## config.mk

```make
export PLATFORM = sky130hd
export DESIGN_NAME = pipe_sram
export DESIGN_NICKNAME = d
export VERILOG_FILES = /design/src/rtl/pipe_sram_pkg.sv /design/src/rtl/pipe_sram_array.sv /design/src/rtl/pipe_sram_cmd.sv /design/src/rtl/pipe_sram_wbuf.sv /design/src/rtl/pipe_sram.sv
export SDC_FILE = /design/constraint.sdc
export NUM_CORES = 1
export LEC_CHECK = 0
export ABC_AREA = 1
export CAP_MARGIN = 5
export CORE_MARGIN = 2
export CORE_UTILIZATION = 60
export DETAILED_ROUTE_END_ITERATION = 10
export DONT_BUFFER_PORTS = 1
export PLACE_DENSITY_LB_ADDON = 0.08
export SYNTH_ARGS = -nofsm -noshare
export SYNTH_HDL_FRONTEND = slang
export SYNTH_SLANG_ARGS = --single-unit
```

## constraint.sdc

```tcl
create_clock -name clk -period 3.8 [get_ports clk]
set_input_delay 0.57 -clock clk [delete_from_list [all_inputs] [get_ports clk]]
set_output_delay 0.57 -clock clk [all_outputs]
set_load 0.1 [all_outputs]
```

## src/rtl/pipe_sram_pkg.sv

```systemverilog
package pipe_sram_pkg;
  typedef enum logic [1:0] {
    OP_NONE  = 2'd0,
    OP_READ  = 2'd1,
    OP_WRITE = 2'd2
  } sram_op_e;

  typedef enum logic {
    ORDER_LINEAR     = 1'b0,
    ORDER_INTERLEAVE = 1'b1
  } burst_order_e;
endpackage

```

## src/rtl/pipe_sram_array.sv

```systemverilog
module pipe_sram_array #(
  parameter int ADDR_W = 6,
  parameter int BYTE_W = 9,
  parameter int NBYTE  = 2
) (
  input  logic                      clk,
  input  logic                      we,
  input  logic [ADDR_W-1:0]         waddr,
  input  logic [NBYTE-1:0]          wbe,
  input  logic [BYTE_W*NBYTE-1:0]   wdata,
  input  logic [ADDR_W-1:0]         raddr,
  output logic [BYTE_W*NBYTE-1:0]   rdata
);
  localparam int DEPTH = 1 << ADDR_W;

  // one storage lane per byte, so a byte enable needs no read-modify-write
  for (genvar g = 0; g < NBYTE; g++) begin : g_lane
    logic [BYTE_W-1:0] lane [DEPTH];

    always_ff @(posedge clk) begin
      if (we && wbe[g]) lane[waddr] <= wdata[g*BYTE_W +: BYTE_W];
    end

    assign rdata[g*BYTE_W +: BYTE_W] = lane[raddr];
  end
endmodule

```

## src/rtl/pipe_sram_cmd.sv

```systemverilog
module pipe_sram_cmd
  import pipe_sram_pkg::*;
#(
  parameter int ADDR_W  = 6,
  parameter int BURST_W = 2,
  parameter int NBYTE   = 2
) (
  input  logic              clk,
  input  logic              rst_n,
  input  logic              en,
  input  logic              load,
  input  logic              sel_ok,
  input  logic              wr_req,
  input  logic              order_req,
  input  logic [NBYTE-1:0]  be_req,
  input  logic [ADDR_W-1:0] addr,
  output sram_op_e          a_op,
  output logic [ADDR_W-1:0] a_addr,
  output logic [NBYTE-1:0]  a_be
);
  sram_op_e            op_q;
  burst_order_e        ord_q;
  logic [ADDR_W-1:0]   base_q;
  logic [BURST_W-1:0]  cnt_q;
  logic [NBYTE-1:0]    be_q;
  logic [BURST_W-1:0]  low;

  always_ff @(posedge clk or negedge rst_n) begin
    if (!rst_n) begin
      op_q   <= OP_NONE;
      ord_q  <= ORDER_LINEAR;
      base_q <= '0;
      cnt_q  <= '0;
      be_q   <= '0;
    end else if (en) begin
      be_q <= be_req;
      if (load) begin
        cnt_q <= '0;
        if (sel_ok) begin
          op_q   <= wr_req ? OP_WRITE : OP_READ;
          base_q <= addr;
          ord_q  <= burst_order_e'(order_req);
        end else begin
          op_q <= OP_NONE;
        end
      end else if (op_q != OP_NONE) begin
        cnt_q <= cnt_q + 1'b1;
      end
    end
  end

  // burst position: modulo add or XOR on the low bits only
  always_comb begin
    if (ord_q == ORDER_INTERLEAVE) low = base_q[BURST_W-1:0] ^ cnt_q;
    else                           low = base_q[BURST_W-1:0] + cnt_q;
  end

  assign a_op   = op_q;
  assign a_addr = {base_q[ADDR_W-1:BURST_W], low};
  assign a_be   = be_q;

  AST_DESELECT_IDLE: assert property (@(posedge clk) disable iff (!rst_n)
    (en && load && !sel_ok) |=> (a_op == OP_NONE));

  AST_BURST_IN_BLOCK: assert property (@(posedge clk) disable iff (!rst_n)
    (en && !load && a_op != OP_NONE) |=>
      (a_op == $past(a_op) && $stable(a_addr[ADDR_W-1:BURST_W]) && a_addr != $past(a_addr)));

  AST_ADVANCE_AFTER_IDLE: assert property (@(posedge clk) disable iff (!rst_n)
    (en && !load && a_op == OP_NONE) |=> (a_op == OP_NONE));
endmodule

```

## src/rtl/pipe_sram_wbuf.sv

```systemverilog
module pipe_sram_wbuf
  import pipe_sram_pkg::*;
#(
  parameter int ADDR_W = 6,
  parameter int BYTE_W = 9,
  parameter int NBYTE  = 2
) (
  input  logic                    clk,
  input  logic                    rst_n,
  input  logic                    en,
  input  sram_op_e                a_op,
  input  logic [ADDR_W-1:0]       a_addr,
  input  logic [NBYTE-1:0]        a_be,
  input  logic [BYTE_W*NBYTE-1:0] wdata,
  output logic [BYTE_W*NBYTE-1:0] rd_word
);
  localparam int DATA_W = BYTE_W * NBYTE;

  // second command stage: write waiting for its data
  logic              b_wr_q;
  logic [ADDR_W-1:0] b_addr_q;
  logic [NBYTE-1:0]  b_be_q;
  // pending slot: write whose data is known but not yet in the array
  logic              pend_vld_q;
  logic [ADDR_W-1:0] pend_addr_q;
  logic [NBYTE-1:0]  pend_be_q;
  logic [DATA_W-1:0] pend_data_q;

  logic              commit;
  logic [DATA_W-1:0] arr_word;
  logic              hit_new, hit_pend;

  always_ff @(posedge clk or negedge rst_n) begin
    if (!rst_n) begin
      b_wr_q      <= 1'b0;
      b_addr_q    <= '0;
      b_be_q      <= '0;
      pend_vld_q  <= 1'b0;
      pend_addr_q <= '0;
      pend_be_q   <= '0;
      pend_data_q <= '0;
    end else if (en) begin
      b_wr_q   <= (a_op == OP_WRITE);
      b_addr_q <= a_addr;
      b_be_q   <= a_be;
      if (b_wr_q) begin
        pend_vld_q  <= 1'b1;
        pend_addr_q <= b_addr_q;
        pend_be_q   <= b_be_q;
        pend_data_q <= wdata;
      end
    end
  end

  // the older pending write moves into the array when a newer one replaces it
  assign commit = en && b_wr_q && pend_vld_q;

  pipe_sram_array #(
    .ADDR_W (ADDR_W),
    .BYTE_W (BYTE_W),
    .NBYTE  (NBYTE)
  ) u_array (
    .clk   (clk),
    .we    (commit),
    .waddr (pend_addr_q),
    .wbe   (pend_be_q),
    .wdata (pend_data_q),
    .raddr (a_addr),
    .rdata (arr_word)
  );

  assign hit_new  = b_wr_q && (b_addr_q == a_addr);
  assign hit_pend = pend_vld_q && (pend_addr_q == a_addr);

  // newest source wins per byte: bus data, then pending slot, then array
  for (genvar g = 0; g < NBYTE; g++) begin : g_fwd
    assign rd_word[g*BYTE_W +: BYTE_W] =
      (hit_new  && b_be_q[g])    ? wdata[g*BYTE_W +: BYTE_W]       :
      (hit_pend && pend_be_q[g]) ? pend_data_q[g*BYTE_W +: BYTE_W] :
                                   arr_word[g*BYTE_W +: BYTE_W];
  end

  AST_PEND_CAPTURE: assert property (@(posedge clk) disable iff (!rst_n)
    (en && b_wr_q) |=>
      (pend_vld_q && pend_addr_q == $past(b_addr_q) && pend_data_q == $past(wdata)));

  AST_PEND_PERSIST: assert property (@(posedge clk) disable iff (!rst_n)
    pend_vld_q |=> pend_vld_q);
endmodule

```

## src/rtl/pipe_sram.sv

```systemverilog
module pipe_sram
  import pipe_sram_pkg::*;
#(
  parameter int ADDR_W  = 6,
  parameter int BYTE_W  = 9,
  parameter int NBYTE   = 2,
  parameter int BURST_W = 2
) (
  input  logic                      clk,
  input  logic                      rst_n,
  input  logic                      cke_n,
  input  logic                      sel1_n,
  input  logic                      sel2,
  input  logic                      sel3_n,
  input  logic                      we_n,
  input  logic [NBYTE-1:0]          bw_n,
  input  logic [ADDR_W-1:0]         addr,
  input  logic                      adv_ld_n,
  input  logic                      burst_il,
  input  logic                      oe_n,
  input  logic [BYTE_W*NBYTE-1:0]   dq_i,
  output logic [BYTE_W*NBYTE-1:0]   dq_o,
  output logic                      dq_oe
);
  localparam int DATA_W = BYTE_W * NBYTE;

  logic              en;
  logic              sel_ok;
  sram_op_e          a_op;
  logic [ADDR_W-1:0] a_addr;
  logic [NBYTE-1:0]  a_be;
  logic [DATA_W-1:0] rd_word;
  logic [DATA_W-1:0] dout_q;
  logic              drv_q;

  assign en     = !cke_n;
  assign sel_ok = !sel1_n && sel2 && !sel3_n;

  pipe_sram_cmd #(
    .ADDR_W  (ADDR_W),
    .BURST_W (BURST_W),
    .NBYTE   (NBYTE)
  ) u_cmd (
    .clk       (clk),
    .rst_n     (rst_n),
    .en        (en),
    .load      (!adv_ld_n),
    .sel_ok    (sel_ok),
    .wr_req    (!we_n),
    .order_req (burst_il),
    .be_req    (~bw_n),
    .addr      (addr),
    .a_op      (a_op),
    .a_addr    (a_addr),
    .a_be      (a_be)
  );

  pipe_sram_wbuf #(
    .ADDR_W (ADDR_W),
    .BYTE_W (BYTE_W),
    .NBYTE  (NBYTE)
  ) u_wbuf (
    .clk     (clk),
    .rst_n   (rst_n),
    .en      (en),
    .a_op    (a_op),
    .a_addr  (a_addr),
    .a_be    (a_be),
    .wdata   (dq_i),
    .rd_word (rd_word)
  );

  // output register: drives only for reads, keeps last word otherwise
  always_ff @(posedge clk or negedge rst_n) begin
    if (!rst_n) begin
      dout_q <= '0;
      drv_q  <= 1'b0;
    end else if (en) begin
      drv_q <= (a_op == OP_READ);
      if (a_op == OP_READ) dout_q <= rd_word;
    end
  end

  assign dq_o  = dout_q;
  assign dq_oe = drv_q && !oe_n;

  AST_STALL_FREEZE: assert property (@(posedge clk) disable iff (!rst_n)
    cke_n |=> ($stable(dq_o) && $stable(drv_q)));

  AST_WRITE_WINDOW_QUIET: assert property (@(posedge clk) disable iff (!rst_n)
    (en && a_op == OP_WRITE) |=> !dq_oe);
endmodule

```

# Yosys cells after proc, flatten, opt, wreduce, memory -nomap -nowiden
# Memory sizes are Yosys's and may differ from the RTL's.
# Index checks and enable logic that the tools add are counted.
# totals
ram_bits	1152
word_cells	63
regBits	68
n_memories	2
in_bits	36
out_inout_bits	19
# memory_table
name	depth	word_bits	read_ports	rd_clocked_by_memory_dff	wr	line	text
u_wbuf.u_array.g_lane[0].lane	64	9	1	0	1	pipe_sram_array.sv:18	logic [BYTE_W-1:0] lane [DEPTH];
u_wbuf.u_array.g_lane[1].lane	64	9	1	0	1	pipe_sram_array.sv:18	
# classes
reduce_logical	23
mux	13
eq_ne	5
n_bitwise	4
addsub	2
# ops
op	count
9-bit two-way mux	4
1-bit logical AND	13
6-bit equality test	2
2-bit two-way mux	5
2-bit AND reduction	4
1-bit zero test	4
1-bit two-way mux	4
3-bit AND reduction	1
2-bit by 1-bit adder with 2-bit output (second input constant)	1
2-bit adder	1
2-bit by 1-bit equality test with 1-bit output (second input constant)	1
2-bit equality test (second input constant)	1
2-bit by 1-bit inequality test with 1-bit output (second input constant)	1
1-bit inverter	2
2-bit inverter	1
2-bit nonzero test	1
2-bit XOR	1

# Logic depth before layout (Yosys ltp)
# Gate-level depths: netlist (run 1).
# logic_depth
word_depth	7
ltp_mapped	18
mapped_depth_nobuf	16

# Hierarchy
# From an unflattened synthesis (run 1), not the netlist that was laid out.
# unflattened
cells_unflattened	4519
hier_area_um2	51200.4
# modules_own_cells
mod	cells_per_inst	n_inst	area_per_inst_um2
pipe_sram_array	4023	1	47441.8
pipe_sram_wbuf	324	1	2287.2
pipe_sram	90	1	825.8
pipe_sram_cmd	82	1	645.6

# Worst setup path after synthesis (run 1)
# No wires, ideal clock.
# synth_path
path_kind	in2out
start	input port oe_n
end	output port dq_oe
required_ns	3.230
setup_slack_ns	1.407
arrival_ns	1.823
n_path_buf	0
stages	1
cell_sequence	nor2_1
# synth_via
elab_chain_len	2
# synth_rtl
item	line	text
from (decl)	pipe_sram.sv:20	input logic oe_n,
1-bit zero test	pipe_sram.sv:85	assign dq_oe = drv_q && !oe_n;
1-bit logical AND	pipe_sram.sv:85	
to (decl)	pipe_sram.sv:23	output logic dq_oe
# Every way passes these cells.

# Worst setup path in the final report (run 1)
# layout_path
start	register u_cmd.cnt_q[0]
end	register dout_q[17], in the netlist dq_o[17]
# layout_via
elab_chain_len	7
elab_cells_between_ends	12
# layout_rtl
item	line	text
from (decl)	pipe_sram_cmd.sv:24	logic [BURST_W-1:0] cnt_q;
from (signal assigned)	pipe_sram_cmd.sv:47	cnt_q <= cnt_q + 1'b1;
2-bit adder or 2-bit XOR (tied branches)	pipe_sram_cmd.sv:55, pipe_sram_cmd.sv:54	
2-bit two-way mux (*)	pipe_sram_cmd.sv:54	if (ord_q == ORDER_INTERLEAVE) low = base_q[BURST_W-1:0] ^ cnt_q;
via a_addr[0]	pipe_sram.sv:30	logic [ADDR_W-1:0] a_addr;
parallel branches: the longest is 4 deep, another holds memory 64 x 9 bit	--	
9-bit two-way mux (*)	pipe_sram_wbuf.sv:78	(hit_new && b_be_q[g]) ? wdata[g*BYTE_W +: BYTE_W] :
to (signal assigned)	pipe_sram.sv:80	if (a_op == OP_READ) dout_q <= rd_word;
to (decl)	pipe_sram.sv:33	logic [DATA_W-1:0] dout_q;
# Mark *: on every way through the listed nets, which the timed path passes.
# A chain may end at the register's enable or synchronous reset.

==> results of run 1 <==
## registers in the layout, indices dropped and copies added (netlist names), 6 cells and up
register	cells
dq_o	18
u_wbuf.u_array.g_lane.lane	1152
u_wbuf.pend_data_q	18
u_cmd.base_q	6
u_wbuf.pend_addr_q	6
u_wbuf.b_addr_q	6
## area by class of cell
class                           count  area (µm²)
Inverter                          122         470
Fill cell                        6241       27300
Tap cell                         1144        1430
Antenna cell                       14        35.0
Clock buffer                      156        3290
Timing Repair Buffer              220        1960
Multi-Input combinational cell   2835       13600
Sequential cell                  1220       36300
Clock inverter                     67         732
## power by group through the flow
stage                     sequential [mW]  combinational [mW]  clock (mW)
after CTS                            18.3                10.3        12.1
after global placement               18.6                10.1           0
final                                18.4                10.4        12.0
after global routing                 18.4                11.3        12.6
after detailed placement             18.6                10.2           0
after floorplan                      18.5                6.12           0
## critical path, stage by stage, from the launching register on
cell      delay, ps
dfrtp_1         420
ha_4            560
inv_8           180
nand2_1         100
o211ai_1         80
nor2_1          100
nand2_1          90
nor4_4          840
nand2_2         300
nand3_1         190
nand2_1          70
nand2_1          60
nand2_1          70
## placed cells by master (no fill, tap or decap), types with 18 or more instances in the layout
master	netlist	layout
a21boi_0	173	173
a21oi_1	20	20
and2_0	18	18
buf_12	0	18
buf_4	23	175
clkbuf_1	139	25
clkbuf_16	0	124
clkinv_1	1	21
clkinv_2	0	20
dfrtp_1	68	47
dfrtp_2	0	20
dlygate4sd3_1	0	26
edfxtp_1	1152	1152
inv_1	117	115
mux2i_1	108	108
nand2_1	1143	1143
nand3_1	678	675
nand3b_1	44	44
nor2_1	390	388
nor3_1	18	18
o211ai_1	19	19
o21ai_0	170	170
or2_2	25	25
## what timing repair did
item | CTS | global route
endpoints found under the hold margin | 99 | 0
buffers inserted | 0 | 0
hold buffers | 27 | 0
endpoints found under the setup margin | 0 | 0
## stage by stage
| stage | utilization [%] | instance area (µm²) | hold WS [ps] |
|---|---|---|---|
| floorplan | - | 51600 | 274 |
| global placement | 62.8 | 53500 | 276 |
| detailed placement | 62.8 | 53500 | 276 |
| CTS | 67.9 | 57800 | 0.0321 |
| global route | 67.9 | 57900 | 9.90 |
| finish | 67.9 | 57900 | 26.3 |
## final timing paths
kind / start / end / slack [ps] / depth (start not counted)
max: u_cmd.cnt_q[0] / dq_o[17] / 600 / 12
min: we_n / u_cmd.a_op[0] / 30 / 2
max reg2reg: u_cmd.cnt_q[0] / dq_o[17] / 600 / 12
min reg2reg: u_cmd.a_be[0] / u_wbuf.b_be_q[0] / 480 / 2
max in group asynchronous: rst_n / u_wbuf.pend_data_q[5] / 3010 / 2
min in group asynchronous: rst_n / u_wbuf.pend_data_q[10] / 400 / 2
## kinds of logic after synthesis
family / after synthesis
AND/OR/NAND/NOR: 2325
flip-flops: 1220
XOR/XNOR: 4
adder cells (fa/ha/maj): 1
AO/OA/AOI/OAI: 396
buffers and inverters: 410
multiplexers: 109
## routing by layer
layer,vias up,wire length (µm)
li1,15700,-
met1,17100,56700
met2,1731,67600
met3,271,12700
met4,0,6000
met5,-,0
==> flow_metrics.tcl, run 1 <==
set metrics [dict create \
    outcome "finished clean" \
    met2_usage_pct 51.3 \
    viasPerCell 6.03 \
    critPathCaptureType "flip-flop" \
    worstPathArrival_ps 3780 \
    hp-class "in2reg" \
    place_congestion 0.951 \
    cts-root-buf "clkbuf_16" \
    finalCritPeriodShare_pct 84.2 \
    placedCellCount 5514 \
    synth-compound-area-share_pct 4.82 \
    syn_to_final_growth_pct 12.2 \
    required_ps 4380 \
    finalSetupTns_ps 0 \
    die_h_um 297 \
    grt_pass1_wl_mm 212 \
    synth-adder-area-share_pct 0.0243 \
    antenna_found_initial 8 \
    instances_no_fill 5778 \
    pre_cts_ws_ps 695 \
    rows 107 \
    first_pass_iters 5 \
    synth_warnings 0 \
    p_seq_share_pct 45.0 \
    htree_levels 3 \
    netlist.area_leader.share_pct 67.1 \
    clock.fmax_ghz 0.312 \
    synthesis.nets 4502 \
    critPathLaunchType "flip-flop" \
    postRouteWirelength_mm 143 \
    critPathMaxFanout 31 \
    vias 34900 \
    setup_viol 0 \
    slew_headroom_pct 19.0 \
    grt_pass1_vias 32700 \
    synthFlopType "edfxtp_1" \
    synth_edf_count 1152 \
    setup_ws_ps 599 \
    die_w_um 297 \
    avgRoutedWirePerCell_um 24.7 \
    synth_seq_cells 1220 \
    met1_usage_pct 44.6 \
    dp_hpwl_mm 85.0 \
    clk_pin_slew_ps 60 \
    clock_latency_ps 700 \
    drtAntennaViolNets 0 \
    track_usage_pct 32.2 \
    pwr-share-comb_pct 25.6 \
    ys_seq_area_share_pct 70.4 \
    die_area_mm2 0.0883 \
    synth_area_leaders "edfxtp_1, nand2_1, nand3_1" \
    final_max_slew_viol_count 0 \
    syn_area_mm2 0.0516 \
    max-cap-violations 0 \
    synthSimpleGateAreaFrac_pct 19.2 \
    ios 55 \
    leakage_nw 21.4 \
    io_buffer_count 0 \
    crit_type "reg2reg" \
    ir_drop_mv 0.454 \
    route.detailed.drc 0 \
    power.density_mw_per_mm2 706 \
    layout-drive-gt1-share_pct 9.50 \
    fin_crit_ps 3200 \
    synth_cell_types 32 \
    cts_tree "yes" \
    synth_top_family_by_area "simple AND/OR/NAND/NOR gates" \
    synth-async-reset-ratio_pct 5.57 \
    netSwitchingPower_mw 14.4 \
    yosysMostFrequentCell "edfxtp_1" \
    syn_area_per_cell_um2 11.6 \
    power.internal_mw 26.5 \
    finalHoldViolCount 0 \
    gr-usage-met3_pct 5.42 \
    core-area_mm2 0.0851 \
    rsz0062_at_grt "no" \
    busiest_layer "met2" \
    synth_mux_area_share_pct 2.12 \
    finalPower_mw 40.8 \
    drt-initial-drc-count 4307 \
    cts_buffer_depth 3 \
    power.share.clock_pct 29.5 \
    synth_area_leader_cell "edfxtp_1" \
    tightest_slew_ps 1210 \
    yosys-top-cells-count "edfxtp_1, nand2_1, nand3_1" \
    num-nets-final 4557 \
    initial_core_util_pct 60.6 \
    ctsResizeCount 0 \
    grt_overflow 0 \
    clock_skew_ps 21.5 \
    grt_max_degree 140 \
    synthCells 4465 \
    synth_xor_xnor_area_share_pct 0.0679 \
    numCtsBuffers 121 \
    switching_share_pct 35.2 \
    cts_sinks 1220 \
]
(Power assumes the default switching activity.)
==> run 2: changes to the inputs <==
--- a/config.mk
+++ b/config.mk
@@ -8,7 +8,7 @@
 export ABC_AREA = 1
 export CAP_MARGIN = 5
 export CORE_MARGIN = 2
-export CORE_UTILIZATION = 60
+export CORE_UTILIZATION = 57
 export DETAILED_ROUTE_END_ITERATION = 10
 export DONT_BUFFER_PORTS = 1
 export PLACE_DENSITY_LB_ADDON = 0.08
==> constraint.sdc (replaced) <==
create_clock -name clk -period 2.6 [get_ports clk]
set_input_delay 0.39 -clock clk [delete_from_list [all_inputs] [get_ports clk]]
set_output_delay 0.39 -clock clk [all_outputs]
set_load 0.1 [all_outputs]
==> run 2 against run 1 <==
Against the previous run: the run now ends with negative setup slack left; first-iteration DRC count is 0.23% lower; sequential cell count unchanged; combinational power increased by 83%; via count rose by 2.3%; clock skew rose by 1.9 ps; non-clock buffer count is 204 higher; final area rose by 5.2%; sequential share of layout area decreased by 3.1 points; wire length up 2.8%; worst setup slack got worse by 630 ps; die area is 5.2% higher.
==> flow_metrics.tcl, run 2 (synthesis results as in run 1) <==
set metrics [dict create \
    syn_to_final_growth_pct 18.0 \
    holdWs_ps 60.5 \
    instances_no_fill 6015 \
    slowest_stage "dfrtp_1" \
    clock_latency_ps 760 \
    clk_pin_slew_ps 60 \
    setup_ws_ps -26.4 \
    rows 110 \
    max-cap-violations 0 \
    placed_area_mm2 0.0555 \
    cts_tree "yes" \
    num-nets-final 4770 \
    cts_buffer_depth 3 \
    crit_type "reg2reg" \
    die_h_um 305 \
    die_area_mm2 0.0929 \
    top_register "u_wbuf.u_array.g_lane.lane" \
    layout_commonest_cell "edfxtp_1" \
    tightest_slew_ps 973 \
    antenna_found_initial 5 \
    grt_max_degree 76 \
    critPathCaptureType "flip-flop" \
    stdcell_area_mm2 0.0609 \
    drtAntennaViolNets 0 \
    numCtsBuffers 130 \
    power.density_mw_per_mm2 1040 \
    viasPerCell 5.93 \
    placedCellCount 5725 \
    layout-drive-gt1-share_pct 14.4 \
    io_buffer_count 0 \
    ir_drop_mv 0.776 \
    route.detailed.drc 0 \
    initial_core_util_pct 57.4 \
    critical-path-top-delay-family "simple AND/OR/NAND/NOR gates" \
    required_ps 3280 \
    worstPathArrival_ps 3310 \
    drt-initial-drc-count 4297 \
    grt_pass1_vias 34100 \
    setup_viol 5 \
    postRouteWirelength_mm 147 \
    place_congestion 0.887 \
    slowest_delay_ps 410 \
    avgRoutedWirePerCell_um 24.4 \
    rsz0062_at_grt "yes" \
    track_usage_pct 31.5 \
    die_w_um 305 \
    largest_register_ffs 1152 \
    core-area_mm2 0.0899 \
    cts_sinks 1220 \
    clock.fmax_ghz 0.381 \
    ios 55 \
    finalPower_mw 63.5 \
    worst_path_most_repeated_cell "nand2_1" \
    crit_chain "ha_4, buf_6, buf_6, nor2_1, nor2_1, o21ai_0, o21ai_0, nand2_1, nand3_1, nand2_1, inv_1, nand2_1, nand3_1, nand3_1, nand2_1, nand2_1, nand2_1" \
    slew_headroom_pct 35.1 \
    vias 35700 \
    final_max_slew_viol_count 0 \
    nFillCells 6613 \
    fin_crit_ps 2630 \
    outcome "complete, but fails checks" \
    hp-class "in2reg" \
    pre_cts_ws_ps -154 \
    grt_overflow 0 \
    cts-root-buf "clkbuf_16" \
    finalHoldViolCount 0 \
    htree_levels 4 \
    critPathMaxFanout 20 \
    finalCritPeriodShare_pct 101 \
    dp_hpwl_mm 92.2 \
    critPathLaunchType "flip-flop" \
    clock_skew_ps 23.4 \
    violations "negative setup slack" \
    crit_buf_inv 3 \
    first_pass_iters 6 \
    layout_common_cells "edfxtp_1, nand2_1, nand3_1" \
    grt_pass1_wl_mm 217 \
    leakage_nw 22.9 \
]
==> run 2: cell types whose count changed in the layout (fill, tap and decap cells not counted), moves of 8 or more <==
cell,delta
a21boi_0,-10
a21boi_1,+8
buf_12,+47
buf_4,+119
buf_6,+12
clkbuf_16,+15
diode_2,-12
dlygate4sd3_1,+11
inv_6,+10
nand3_1,-41
nand3_2,+32
nand3_4,+9
o21ai_0,-8
==> run 2: final timing paths <==
check	startpoint	to	slack (ps)	cells after the start
worst min register to register	u_cmd.a_be[1]	u_wbuf.b_be_q[1]	480	2
max in group asynchronous	rst_n	u_wbuf.pend_data_q[6]	1990	2
worst max-delay path	u_cmd.cnt_q[0]	dq_o[11]	-30	17
min in group asynchronous	rst_n	dq_o[15]	220	2
worst min-delay path	cke_n	u_wbuf.pend_be_q[1]	60	4
worst max register to register	u_cmd.cnt_q[0]	dq_o[11]	-30	17
==> run 2: worst reg2reg max path: stages (launching register included) <==
cell and delay [ps]:
dfrtp_1 410, ha_4 390, buf_6 280, buf_6 280
nor2_1 90, nor2_1 90, o21ai_0 90, o21ai_0 100
nand2_1 100, nand3_1 140, nand2_1 100, inv_1 100
nand2_1 50, nand3_1 70, nand3_1 90, nand2_1 80
nand2_1 50, nand2_1 50
==> run 2: where the power goes <==
part	switching [mW]	total, mW	internal, mW
Combinational	12.6	19.0	6.35
Clock	7.67	18.4	10.8
Sequential	1.97	26.1	24.1
==> run 2: cell type report <==
cell class,count,area [µm²],share of cell area [%]
clock buffer,162,3490,5.73
clock inverter,74,734,1.21
inverter,122,482,0.791
timing repair buffer,424,4430,7.28
sequential,1220,36300,59.7
antenna,2,5.00,0.00822
multi-input combinational,2835,13900,22.9
tap,1176,1470,2.42
==> run 2: what timing repair did <==
item,in CTS,in global routing
hold buffers,38,0
setup endpoints to repair,18,18
buffers inserted,1,6
pin swaps,2,8
resized for setup,24,91
hold endpoints to repair,126,0
cloned,1,6
==> run 2: per-stage QoR <==
| stage | utilization (%) | setup TNS, ps |
|---|---|---|
| 6_report | 67.7 | -84.8 |
| 5_1_grt | 67.7 | -1970 |
| 4_1_cts | 67.1 | -167 |
| 3_5_place_dp | 61.8 | -1000 |
| 3_3_place_gp | 61.8 | -665 |
| 2_1_floorplan | - | 0 |
==> run 2: metal layers <==
metal  share of wire, %  GRT usage [%]  wire length [µm]
met2                 47           50.1             69200
met3                8.6           6.08             12700
met4                3.7           12.8              5470
met5                  0              0                 0
met1                 41           43.1             59700
